<file path="src/rtl/rcore_pkg.sv">
// Shared types for the multicycle core: phase encoding, ALU functions,
// next-address sources, the decoded control word and the instruction
// field codes. Assumes 32-bit instruction words with 5-bit register fields.
package rcore_pkg;

    localparam int INSN_W = 32;
    localparam int RA_W   = 5;

    typedef enum logic [2:0] {
        PH_IF  = 3'd0,
        PH_ID  = 3'd1,
        PH_EX  = 3'd2,
        PH_MEM = 3'd3,
        PH_WB  = 3'd4
    } phase_t;

    typedef enum logic [2:0] {
        ALU_ADD = 3'd0,
        ALU_SUB = 3'd1,
        ALU_AND = 3'd2,
        ALU_OR  = 3'd3,
        ALU_XOR = 3'd4
    } alu_fn_t;

    typedef enum logic [1:0] {
        NXT_INC = 2'd0,
        NXT_ABS = 2'd1,
        NXT_REL = 2'd2
    } nxt_sel_t;

    typedef struct packed {
        alu_fn_t  alu_fn;
        logic     use_imm;
        logic     reg_wr;
        logic     dst_is_rt;
        logic     mem_rd;
        logic     mem_wr;
        logic     wb_from_mem;
        nxt_sel_t nxt_sel;
    } ctrl_t;

    localparam logic [5:0] OPC_REG  = 6'h00;
    localparam logic [5:0] OPC_JMP  = 6'h02;
    localparam logic [5:0] OPC_BEQ  = 6'h04;
    localparam logic [5:0] OPC_ADDI = 6'h08;
    localparam logic [5:0] OPC_LD   = 6'h23;
    localparam logic [5:0] OPC_ST   = 6'h2B;

    localparam logic [5:0] FN_ADD = 6'h20;
    localparam logic [5:0] FN_SUB = 6'h22;
    localparam logic [5:0] FN_AND = 6'h24;
    localparam logic [5:0] FN_OR  = 6'h25;
    localparam logic [5:0] FN_XOR = 6'h26;

endpackage

</file>
<file path="src/rtl/rcore_mem.sv">
// Simple storage array: one synchronous write port and one combinational
// read port. No reset; contents are undefined until written.
module rcore_mem #(
    parameter int W     = 16,
    parameter int DEPTH = 64,
    localparam int AW   = $clog2(DEPTH)
) (
    input  logic          clk,
    input  logic          we,
    input  logic [AW-1:0] waddr,
    input  logic [W-1:0]  wdata,
    input  logic [AW-1:0] raddr,
    output logic [W-1:0]  rdata
);

    logic [W-1:0] cells [DEPTH];

    // Store the write word at its index.
    always_ff @(posedge clk) begin
        if (we) begin
            cells[waddr] <= wdata;
        end
    end

    // Present the addressed word.
    assign rdata = cells[raddr];

endmodule

</file>
<file path="src/rtl/rcore_regfile.sv">
// Register file: two combinational read ports, one write port.
// Entry 0 is hard-wired to zero; writes to it are dropped.
// All entries clear on synchronous active-low reset.
module rcore_regfile #(
    parameter int W     = 16,
    parameter int NREGS = 32,
    localparam int AW   = $clog2(NREGS)
) (
    input  logic          clk,
    input  logic          rst_n,
    input  logic [AW-1:0] ra1,
    input  logic [AW-1:0] ra2,
    output logic [W-1:0]  rd1,
    output logic [W-1:0]  rd2,
    input  logic          we,
    input  logic [AW-1:0] wa,
    input  logic [W-1:0]  wd
);

    logic [W-1:0] regs [NREGS];

    // Clear on reset, otherwise commit a write to any entry but zero.
    always_ff @(posedge clk) begin
        if (!rst_n) begin
            for (int i = 0; i < NREGS; i++) begin
                regs[i] <= '0;
            end
        end else if (we && (wa != '0)) begin
            regs[wa] <= wd;
        end
    end

    // Read ports, forcing zero for entry 0.
    assign rd1 = (ra1 == '0) ? '0 : regs[ra1];
    assign rd2 = (ra2 == '0) ? '0 : regs[ra2];

endmodule

</file>
<file path="src/rtl/rcore_alu.sv">
// Combinational ALU for the core: add, subtract, and, or, xor, all
// modulo 2^W. Also flags operand equality for the conditional branch.
module rcore_alu
    import rcore_pkg::*;
#(
    parameter int W = 16
) (
    input  alu_fn_t       fn,
    input  logic [W-1:0]  a,
    input  logic [W-1:0]  b,
    output logic [W-1:0]  y,
    output logic          eq
);

    // Select the result for the requested function.
    always_comb begin
        case (fn)
            ALU_ADD: y = a + b;
            ALU_SUB: y = a - b;
            ALU_AND: y = a & b;
            ALU_OR:  y = a | b;
            ALU_XOR: y = a ^ b;
            default: y = a + b;
        endcase
    end

    // Equality of the raw operands.
    assign eq = (a == b);

endmodule

</file>
<file path="src/rtl/rcore_seq.sv">
// Control sequencer: a five-state phase counter plus an instruction
// decoder producing the control word for the held instruction.
// Assumes the instruction register is stable from phase 1 to phase 4.
module rcore_seq
    import rcore_pkg::*;
(
    input  logic              clk,
    input  logic              rst_n,
    input  logic [INSN_W-1:0] ir,
    output phase_t            phase,
    output ctrl_t             ctrl
);

    logic [5:0] opc;
    logic [5:0] fn;

    assign opc = ir[31:26];
    assign fn  = ir[5:0];

    // Advance the phase once per cycle, wrapping after write-back.
    always_ff @(posedge clk) begin
        if (!rst_n) begin
            phase <= PH_IF;
        end else begin
            case (phase)
                PH_IF:   phase <= PH_ID;
                PH_ID:   phase <= PH_EX;
                PH_EX:   phase <= PH_MEM;
                PH_MEM:  phase <= PH_WB;
                default: phase <= PH_IF;
            endcase
        end
    end

    // Decode the opcode and function into datapath controls.
    always_comb begin
        ctrl         = '0;
        ctrl.alu_fn  = ALU_ADD;
        ctrl.nxt_sel = NXT_INC;
        case (opc)
            OPC_REG: begin
                case (fn)
                    FN_ADD: begin ctrl.reg_wr = 1'b1; ctrl.alu_fn = ALU_ADD; end
                    FN_SUB: begin ctrl.reg_wr = 1'b1; ctrl.alu_fn = ALU_SUB; end
                    FN_AND: begin ctrl.reg_wr = 1'b1; ctrl.alu_fn = ALU_AND; end
                    FN_OR:  begin ctrl.reg_wr = 1'b1; ctrl.alu_fn = ALU_OR;  end
                    FN_XOR: begin ctrl.reg_wr = 1'b1; ctrl.alu_fn = ALU_XOR; end
                    default: ;
                endcase
            end
            OPC_ADDI: begin
                ctrl.reg_wr    = 1'b1;
                ctrl.use_imm   = 1'b1;
                ctrl.dst_is_rt = 1'b1;
            end
            OPC_LD: begin
                ctrl.reg_wr      = 1'b1;
                ctrl.use_imm     = 1'b1;
                ctrl.dst_is_rt   = 1'b1;
                ctrl.mem_rd      = 1'b1;
                ctrl.wb_from_mem = 1'b1;
            end
            OPC_ST: begin
                ctrl.use_imm = 1'b1;
                ctrl.mem_wr  = 1'b1;
            end
            OPC_JMP: ctrl.nxt_sel = NXT_ABS;
            OPC_BEQ: begin
                ctrl.alu_fn  = ALU_SUB;
                ctrl.nxt_sel = NXT_REL;
            end
            default: ;
        endcase
    end

    // the phase walks 0..4 and wraps, one step per cycle.
    assert_phase_step_R2: assert property (@(posedge clk) disable iff (!rst_n)
        (phase == PH_WB) |=> (phase == PH_IF));
    assert_phase_next_R2: assert property (@(posedge clk) disable iff (!rst_n)
        (phase != PH_WB) |=> (phase == phase_t'($past(phase) + 3'd1)));

endmodule

</file>
<file path="src/rtl/rcore_top.sv">
// Multicycle load/store core top. Holds the program counter, instruction
// register and inter-phase registers, the instruction and data stores,
// and instantiates sequencer, register file and ALU.
// Assumes 32 registers (5-bit fields) and a 16-bit immediate.
module rcore_top
    import rcore_pkg::*;
#(
    parameter int IMEM_WORDS = 64,
    parameter int DMEM_WORDS = 64,
    parameter int XLEN       = 16
) (
    input  logic                          clk,
    input  logic                          rst_n,
    input  logic                          imem_we,
    input  logic [$clog2(IMEM_WORDS)-1:0] imem_waddr,
    input  logic [31:0]                   imem_wdata,
    output logic [$clog2(IMEM_WORDS)+1:0] pc_o,
    output logic [2:0]                    phase_o,
    output logic                          rf_we_o,
    output logic [4:0]                    rf_waddr_o,
    output logic [XLEN-1:0]               rf_wdata_o,
    output logic                          dm_we_o,
    output logic [$clog2(DMEM_WORDS)-1:0] dm_addr_o,
    output logic [XLEN-1:0]               dm_wdata_o
);

    localparam int IA_W  = $clog2(IMEM_WORDS);
    localparam int DA_W  = $clog2(DMEM_WORDS);
    localparam int PC_W  = IA_W + 2;
    localparam int NREGS = 32;

    phase_t             phase;
    ctrl_t              ctrl;
    logic [PC_W-1:0]    pc_q;
    logic [PC_W-1:0]    pc_next;
    logic [PC_W-1:0]    pc_inc;
    logic [PC_W-1:0]    br_off;
    logic [INSN_W-1:0]  ir;
    logic [INSN_W-1:0]  imem_rd;
    logic [XLEN-1:0]    a_q, b_q, alu_q, mdr;
    logic               eq_q;
    logic [XLEN-1:0]    imm;
    logic [XLEN-1:0]    rf_rd1, rf_rd2;
    logic [XLEN-1:0]    alu_b, alu_y;
    logic               alu_eq;
    logic [XLEN-1:0]    dm_rd;
    logic               rf_we;
    logic [RA_W-1:0]    rf_wa;
    logic [XLEN-1:0]    rf_wd;
    logic               dm_we;

    rcore_seq u_seq (
        .clk   (clk),
        .rst_n (rst_n),
        .ir    (ir),
        .phase (phase),
        .ctrl  (ctrl)
    );

    rcore_mem #(.W(INSN_W), .DEPTH(IMEM_WORDS)) u_imem (
        .clk   (clk),
        .we    (imem_we),
        .waddr (imem_waddr),
        .wdata (imem_wdata),
        .raddr (pc_q[PC_W-1:2]),
        .rdata (imem_rd)
    );

    rcore_regfile #(.W(XLEN), .NREGS(NREGS)) u_rf (
        .clk   (clk),
        .rst_n (rst_n),
        .ra1   (ir[25:21]),
        .ra2   (ir[20:16]),
        .rd1   (rf_rd1),
        .rd2   (rf_rd2),
        .we    (rf_we),
        .wa    (rf_wa),
        .wd    (rf_wd)
    );

    rcore_alu #(.W(XLEN)) u_alu (
        .fn (ctrl.alu_fn),
        .a  (a_q),
        .b  (alu_b),
        .y  (alu_y),
        .eq (alu_eq)
    );

    rcore_mem #(.W(XLEN), .DEPTH(DMEM_WORDS)) u_dmem (
        .clk   (clk),
        .we    (dm_we),
        .waddr (alu_q[DA_W-1:0]),
        .wdata (b_q),
        .raddr (alu_q[DA_W-1:0]),
        .rdata (dm_rd)
    );

    // Fit the 16-bit immediate to the datapath width.
    generate
        if (XLEN >= 16) begin : g_imm_ext
            assign imm = {{(XLEN-16){ir[15]}}, ir[15:0]};
        end else begin : g_imm_cut
            assign imm = ir[XLEN-1:0];
        end
    endgenerate

    // Scale the branch offset by four at the address width.
    generate
        if (PC_W - 2 <= 16) begin : g_off_cut
            assign br_off = {ir[PC_W-3:0], 2'b00};
        end else begin : g_off_ext
            assign br_off = {{(PC_W-18){ir[15]}}, ir[15:0], 2'b00};
        end
    endgenerate

    // Second ALU operand: register B or immediate.
    assign alu_b = ctrl.use_imm ? imm : b_q;

    // Next-address multiplexer: increment, absolute target, relative.
    assign pc_inc = pc_q + PC_W'(4);
    always_comb begin
        case (ctrl.nxt_sel)
            NXT_ABS: pc_next = {ir[IA_W-1:0], 2'b00};
            NXT_REL: pc_next = eq_q ? (pc_q + br_off) : pc_inc;
            default: pc_next = pc_inc;
        endcase
    end

    // Phase-gated strobes and write-back selects.
    assign rf_we = (phase == PH_WB) && ctrl.reg_wr;
    assign rf_wa = ctrl.dst_is_rt ? ir[20:16] : ir[15:11];
    assign rf_wd = ctrl.wb_from_mem ? mdr : alu_q;
    assign dm_we = (phase == PH_MEM) && ctrl.mem_wr;

    // Load each inter-phase register in its own phase.
    always_ff @(posedge clk) begin
        if (!rst_n) begin
            pc_q  <= '0;
            ir    <= '0;
            a_q   <= '0;
            b_q   <= '0;
            alu_q <= '0;
            eq_q  <= 1'b0;
            mdr   <= '0;
        end else begin
            case (phase)
                PH_IF:  ir <= imem_rd;
                PH_ID: begin
                    a_q <= rf_rd1;
                    b_q <= rf_rd2;
                end
                PH_EX: begin
                    alu_q <= alu_y;
                    eq_q  <= alu_eq;
                end
                PH_MEM: if (ctrl.mem_rd) mdr <= dm_rd;
                default: pc_q <= pc_next;
            endcase
        end
    end

    assign pc_o       = pc_q;
    assign phase_o    = phase;
    assign rf_we_o    = rf_we;
    assign rf_waddr_o = rf_wa;
    assign rf_wdata_o = rf_wd;
    assign dm_we_o    = dm_we;
    assign dm_addr_o  = alu_q[DA_W-1:0];
    assign dm_wdata_o = b_q;

    // the instruction address moves only out of write-back.
    assert_pc_hold_R2: assert property (@(posedge clk) disable iff (!rst_n)
        (phase_o != 3'd4) |=> $stable(pc_o));
    // register writes only in write-back.
    assert_rf_phase_R2: assert property (@(posedge clk) disable iff (!rst_n)
        rf_we_o |-> (phase_o == 3'd4));
    // store strobe only in the memory phase.
    assert_dm_phase_R6: assert property (@(posedge clk) disable iff (!rst_n)
        dm_we_o |-> (phase_o == 3'd3));
    // store strobe never coincides with a load's write-back source.
    assert_ld_no_st_R7: assert property (@(posedge clk) disable iff (!rst_n)
        ctrl.mem_rd |-> !dm_we_o);
    // a jump never writes a register or the data store.
    assert_jmp_quiet_R8: assert property (@(posedge clk) disable iff (!rst_n)
        (ctrl.nxt_sel != NXT_INC) |-> (!rf_we_o && !dm_we_o));

endmodule

</file>
<file path="config.mk">
export PLATFORM = sky130hd
export DESIGN_NAME = rcore_top
export DESIGN_NICKNAME = d
export VERILOG_FILES = /design/src/rtl/rcore_pkg.sv /design/src/rtl/rcore_mem.sv /design/src/rtl/rcore_regfile.sv /design/src/rtl/rcore_alu.sv /design/src/rtl/rcore_seq.sv /design/src/rtl/rcore_top.sv
export SDC_FILE = /design/constraint.sdc
export NUM_CORES = 2
export LEC_CHECK = 0
export BUFFER_PORTS_ARGS = -buffer_cell sky130_fd_sc_hd__buf_2
export CORE_ASPECT_RATIO = 1.2
export CORE_MARGIN = 3
export CORE_UTILIZATION = 25
export DETAILED_ROUTE_END_ITERATION = 8
export PLACE_DENSITY = 0.43
export SYNTH_ARGS = -nofsm -noshare
export SYNTH_HDL_FRONTEND = slang
export SYNTH_SLANG_ARGS = --single-unit
</file>
<file path="constraint.sdc">
create_clock -name clk -period 6.41 [get_ports clk]
set_input_delay 0.641 -clock clk [delete_from_list [all_inputs] [get_ports clk]]
set_output_delay 0.641 -clock clk [all_outputs]
set_load 0.01 [all_outputs]
</file>
Word-level counts from Yosys, hierarchy flattened

Memories as Yosys holds them, arrays and structs flattened. A register that Yosys moved wholly into a read port is not among the register bits.
Index checks and enable logic that the tools add are counted.

Bitwise gates (word level): 3
$add $sub $neg: 4
Equal/unequal tests: 21
Reduce and logical (&&, ||, !) cells: 16
Multiplexer cells: 29

Operators with widths:

| cell                                                                  | count |
|---|---|
| 16-bit two-way mux                                                    | 5 |
| 16-bit case mux with 4 select lines                                   | 1 |
| 6-bit equality test, second input constant                            | 7 |
| 3-bit case mux with 4 select lines                                    | 2 |
| 16-bit adder                                                          | 1 |
| 16-bit bitwise AND                                                    | 1 |
| 16-bit equality test                                                  | 1 |
| 16-bit OR                                                             | 1 |
| 8-bit case mux with 2 select lines                                    | 1 |
| 16-bit OR reduction                                                   | 1 |
| 16-bit subtractor                                                     | 1 |
| 16-bit XOR                                                            | 1 |
| 1-bit two-way mux                                                     | 14 |
| 3-bit by 2-bit equality test with 1-bit output, second input constant | 4 |
| 5-bit zero test                                                       | 2 |
| 5-bit two-way mux                                                     | 2 |
| 8-bit by 3-bit adder with 8-bit output, second input constant         | 1 |
| 8-bit adder                                                           | 1 |
| 8-bit two-way mux                                                     | 1 |
| 3-bit by 1-bit equality test with 1-bit output, second input constant | 2 |
| 3-bit equality test, second input constant                            | 2 |
| 6-bit by 2-bit equality test with 1-bit output, second input constant | 1 |
| 6-bit by 3-bit equality test with 1-bit output, second input constant | 1 |
| 6-bit by 4-bit equality test with 1-bit output, second input constant | 1 |
| other kinds (15)                                                      | 18 |

RAM bits: 3584
Logic and storage cells: 82
Bits of input ports: 41
Register bits after elaboration: 60
Memories: 3

Memories:

| name         | words | bits a word | read ports | clocked after Yosys merged registers in | write ports | line                | RTL |
|---|---|---|---|---|---|---|---|
| u_imem.cells | 64    | 32          | 1          | 1                                       | 1           | rcore_mem.sv:16     | `logic [W-1:0] cells [DEPTH];` |
| u_dmem.cells | 64    | 16          | 1          | 1                                       | 1           | rcore_mem.sv:16     |  |
| u_rf.regs    | 32    | 16          | 2          | 0                                       | 32          | rcore_regfile.sv:20 | `logic [W-1:0] regs [NREGS];` |

Logic depth before layout (Yosys ltp)

Word-level depth: 11
Depth in mapped cells: 17

Modules after synthesis

A second synthesis with hierarchy kept.

Cells, all modules: 7926
Area total of the unflattened synthesis: 152565.1 um^2

Modules (own cells, without submodules):

| module              | instances | seq. area each (um^2) | area each (um^2) | cells each |
|---|---|---|---|---|
| rcore_mem at u_imem | 1         | 61499.0               | 77874.7          | 3292 |
| rcore_mem at u_dmem | 1         | 30749.5               | 39721.8          | 1813 |
| rcore_regfile       | 1         | 15374.7               | 27576.4          | 1868 |
| rcore_top           | 1         | 2062.0                | 4611.9           | 567 |
| rcore_alu           | 1         | 0.0                   | 2513.7           | 352 |
| rcore_seq           | 1         | 60.1                  | 266.5            | 34 |

Worst setup path after synthesis

OpenSTA, ideal clock, no wires.

Path type: reg-to-reg
From: reg ir[26] (read register of u_imem.cells)
To: reg alu_q[14]
Arrival time: 3.571 ns
Path slack: 2.765 ns
Clock period less this slack: 3.645 ns
Library setup time: 0.074 ns
Path buffers: 3
Stages on the path, launching flop included: 18
Path through: dfxtp_1 -> buf_2 -> or4b_4 -> nand2_1 -> nand2_1 -> clkbuf_1 -> nor2_1 -> a21o_1 -> inv_1 -> ha_1 -> clkbuf_1 -> o21bai_1 -> a2111oi_0 -> o21bai_1 -> a211oi_1 -> or3_1 -> nand3_1 -> a31oi_1

Longest elaborated chain between the ends: 6
Elaborated cells between the ends (all ways): 19

Ends and longest elaborated chain:

| what                                                                                         | line                             | RTL |
|---|---|---|
| start: declaration                                                                           | rcore_top.sv:38                  | `logic [INSN_W-1:0] ir;` |
| 6-bit by 4-bit equality test with 1-bit output / 6-bit equality test (equally long branches) | rcore_seq.sv:40                  | `case (opc)` |
| 3-bit OR reduction (no line)                                                                 | n/a                              |  |
| 1-bit two-way mux                                                                            | rcore_seq.sv:40                  |  |
| 16-bit two-way mux                                                                           | rcore_top.sv:117                 | `assign alu_b = ctrl.use_imm ? imm : b_q;` |
| 16-bit adder, or another cell as far along                                                   | rcore_alu.sv:18, rcore_alu.sv:23 |  |
| 16-bit case mux with 4 select lines (*)                                                      | rcore_alu.sv:17                  | `case (fn)` |
| end signal: assignment                                                                       | rcore_top.sv:153                 | `alu_q <= alu_y;` |
| end: declaration                                                                             | rcore_top.sv:40                  | `logic [XLEN-1:0] a_q, b_q, alu_q, mdr;` |

Every way passes the cells marked *; elsewhere a longest branch is shown, timed or not.
A chain may end at the register's enable or synchronous reset.

==> metrics.md <==
| Metric | Value |
|---|---|
| Initial Util | 25.1% |
| P_leak | 52.4 nW |
| CP bufs+invs | 0 |
| RR Endpoint | u_rf.regs[3][5] |
| Fraction of layout cells with a size suffix above 1 | around a quarter |
| Critical path's top delay family | compound AO/OA/AOI/OAI gates |
| Reg-to-reg startpoint | ir[29] |
| First-pass DRT Iterations | 8 |
| First-pass GRT wire length | 685,000 um |
| Startpoint types | register |
| RSZ-0062 raised after global routing | false |
| CTS Hold Buffers Added | 0 |
| Final Max Slew Viols | 0 |
| Slew @ Worst Pin | 1330 ps |
| Mapped Cells | ~7,900 |
| HPWL after DPL | 301,000 um |
| Synth unique cells | 75 |
| Site Rows | 311 |
| Resized Gates After CTS | 0 |
| Total Power | around 54 mW |
| Mapped Avg Cell Area | about 19 um^2 |
| Final setup violation count | 0 |
| Max-cap viol count | 0 |
| Mapped cell area | 150,000 um^2 |
| Post-synth EDFFs | 3,584 |
| Routed len/inst | about 30 um |
| Max Buffers Root-to-Sink | 4 |
| Vias per inst | 4.86 |
| R2R depth | 6 |
| Fin. Hold Viols | 0 |
| Min-Delay Path Class | input pin to register |
| Most numerous cell in the Yosys netlist | edfxtp_1 |
| Hold endpoint | u_imem.cells[20][20] |
| Hold WS | 417 ps |
| Hold path cells | 1 |
| Initial antenna violation count | 45 |
| Fmax | 0.202 GHz |
| CP max-delay cell | o21ai_2 |
| Arr. time, crit path | 5510 ps |
| Worst EP required | between 6000 and 7000 ps |
| Crit path time final | 4960 ps |
| Critical path class | register to register |
| Fin util | between 20 and 30% |
| Synth warnings | 0 |
| Number of synthesized register bits | 3,690 |
| Asr flop ratio synth | 0% |
| Inserted Clock Buffers | a little under 400 |
| R2r setup slk | 1450 ps |
| Port buffer count | between 90 and 100 |
| CTS tree | yes |
| Seq/Total Area, Yosys | 73.2% |
| Area leader, netlist | edfxtp_1 |
| Synth top area share | 71.7% |
| Critical path launch point | ir[29] |
| GRT Residual Overflow | 0 |
| Max H-tree Level | 5 |
| Setup TNS Final | 0 ps |
| Register clock-pin slew on the reported worst setup and hold paths | 60 ps |
| Status | complete, no violations |
| Routed WL | 493,000 um |
| Clk root buf | clkbuf_16 |
| Fill count | 58,877 |
| CP Max Fanout | 51 |
| DRC | 0 |
| Die area | 609,000 um^2 |
| Synth top cells by count | edfxtp_1, mux4_2, nor2_1, clkbuf_1, mux2i_1 |
| Crit end category | register |
| Syn-to-layout area delta | 16.4% |
| Number of global-route vias before repair | 83,229 |
| Die width | 713 um |
| Die span in y | 855 um |
| Worst-case headroom to the max-slew limit | between 10% and 20% |
| Final period utilization | 77.4% |
| GPL Wtd Cong | roughly 0.86 |
| CTS Sinks | around 3,700 |
| Layout Nets | 8,276 |
| Worst skew pair latency | 1000 ps |
| Hold wc startpoint | imem_wdata[20] |
| Largest net degree at the start of global routing | 103 |
| Core ar. | 598,000 um^2 |
| Pwr/cell area | 308 nW/um^2 |
| Remaining antenna violation count | 0 |
| Most used DFF post-synth | edfxtp_1 |
| DR iter-0 viols | 8,024 |
| CP Cell Sequence | or4b_4, a21boi_4, o21ai_1, a21oi_1, nand3_2, o21ai_2 |
| Setup bufs post-CTS | 0 |
| Vias | 80,312 |
| VDD IR max | 0.000226 V |
| Crit-path max cell delay | approximately 1300 ps |
| Synth top area cells | edfxtp_1, mux4_2, nor2_1, mux2i_1, dfxtp_1 |
| Tot GR Track Use | 15.8% |
| Top Ports | 97 |
| Worst Skew | 100 ps |
[registers in the layout (all words and copies together) (netlist names)]
| register | flops |
|---|---|
| u_imem.cells | 2048 |
| u_dmem.cells | 1024 |
| u_rf.regs | 512 |
| ir | 32 |
| a_q | 16 |
| alu_q | 16 |
| dm_wdata_o | 16 |
| mdr | 16 |
| pc_o | 6 |
| u_seq.phase | 3 |
| eq_q | 1 |
[cells by family after synthesis]
logic type / synth area share [%]
fa+ha+maj: 0.499
xor+xnor: 0.140
simple gates: 3.42
buf+inv: 1.65
other cells: 0.00250
compound gates: 4.61
flops: 73.2
mux: 16.5
[metal layers]
layer,track usage [%],vias to the layer above,wire length (um)
li1,-,33160,-
met1,20.3,43821,202000
met2,27.3,2615,247000
met3,2.36,694,26900
met4,5.09,22,17700
met5,0,-,144
[power by group]
group	leakage (nW)	total (mW)	switching, mW	internal, mW
Sequential	34.1	27.1	0.305	26.8
Clock	6.29	23.0	9.88	13.1
Combinational	12.0	3.76	2.57	1.20
Total	52.4	53.8	12.8	41.1
[through the flow]
step	cells	setup WS, ps	area, um^2
6_report	16516	1450	175000
4_1_cts	16496	1410	175000
3_3_place_gp	15759	1570	162000
3_5_place_dp	15759	1470	162000
5_1_grt	16500	1040	175000
2_1_floorplan	7919	2760	150000
[worst max path at each step]
stage,end,cells after the start
2_1_floorplan,alu_q[14],17
3_3_place_gp,u_rf.regs[1][0],6
3_5_place_dp,u_rf.regs[3][4],6
4_1_cts,u_rf.regs[3][6],6
5_1_grt,u_rf.regs[3][5],6
6_report,u_rf.regs[3][5],6
[cells in the final DEF (no fill, tap or decap), drive strengths merged, types with 65 or more instances in the layout]
cell and count:
edfxtp 3584, mux4 913, nor2 770, clkbuf 511, buf 391, mux2i 269
o21ai 216, nand2 206, clkinv 169, a221oi 143, a21oi 141, mux2 137
a22oi 128, dfxtp 106, o22ai 93, nand3 74, inv 66, o221ai 65
[worst reg2reg max path, delay by kind of cell, from the launching register on]
family           cells  cell delay (ps)
AO/OA/AOI/OAI        4             2620
AND/OR/NAND/NOR      2             1490
flip-flops           1              430
[final cells by class]
cell class	count	area, um^2	area share [%]
Antenna cell	20	50.0	0.0286
Clock inverter	226	2460	1.41
Tap cell	7981	9990	5.72
Multi-Input combinational cell	3638	38600	22.1
Clock buffer	511	10500	6.02
Inverter	59	223	0.127
Timing Repair Buffer	391	2980	1.70
Sequential cell	3690	110000	62.9
Power figures use the tool's default switching activity.
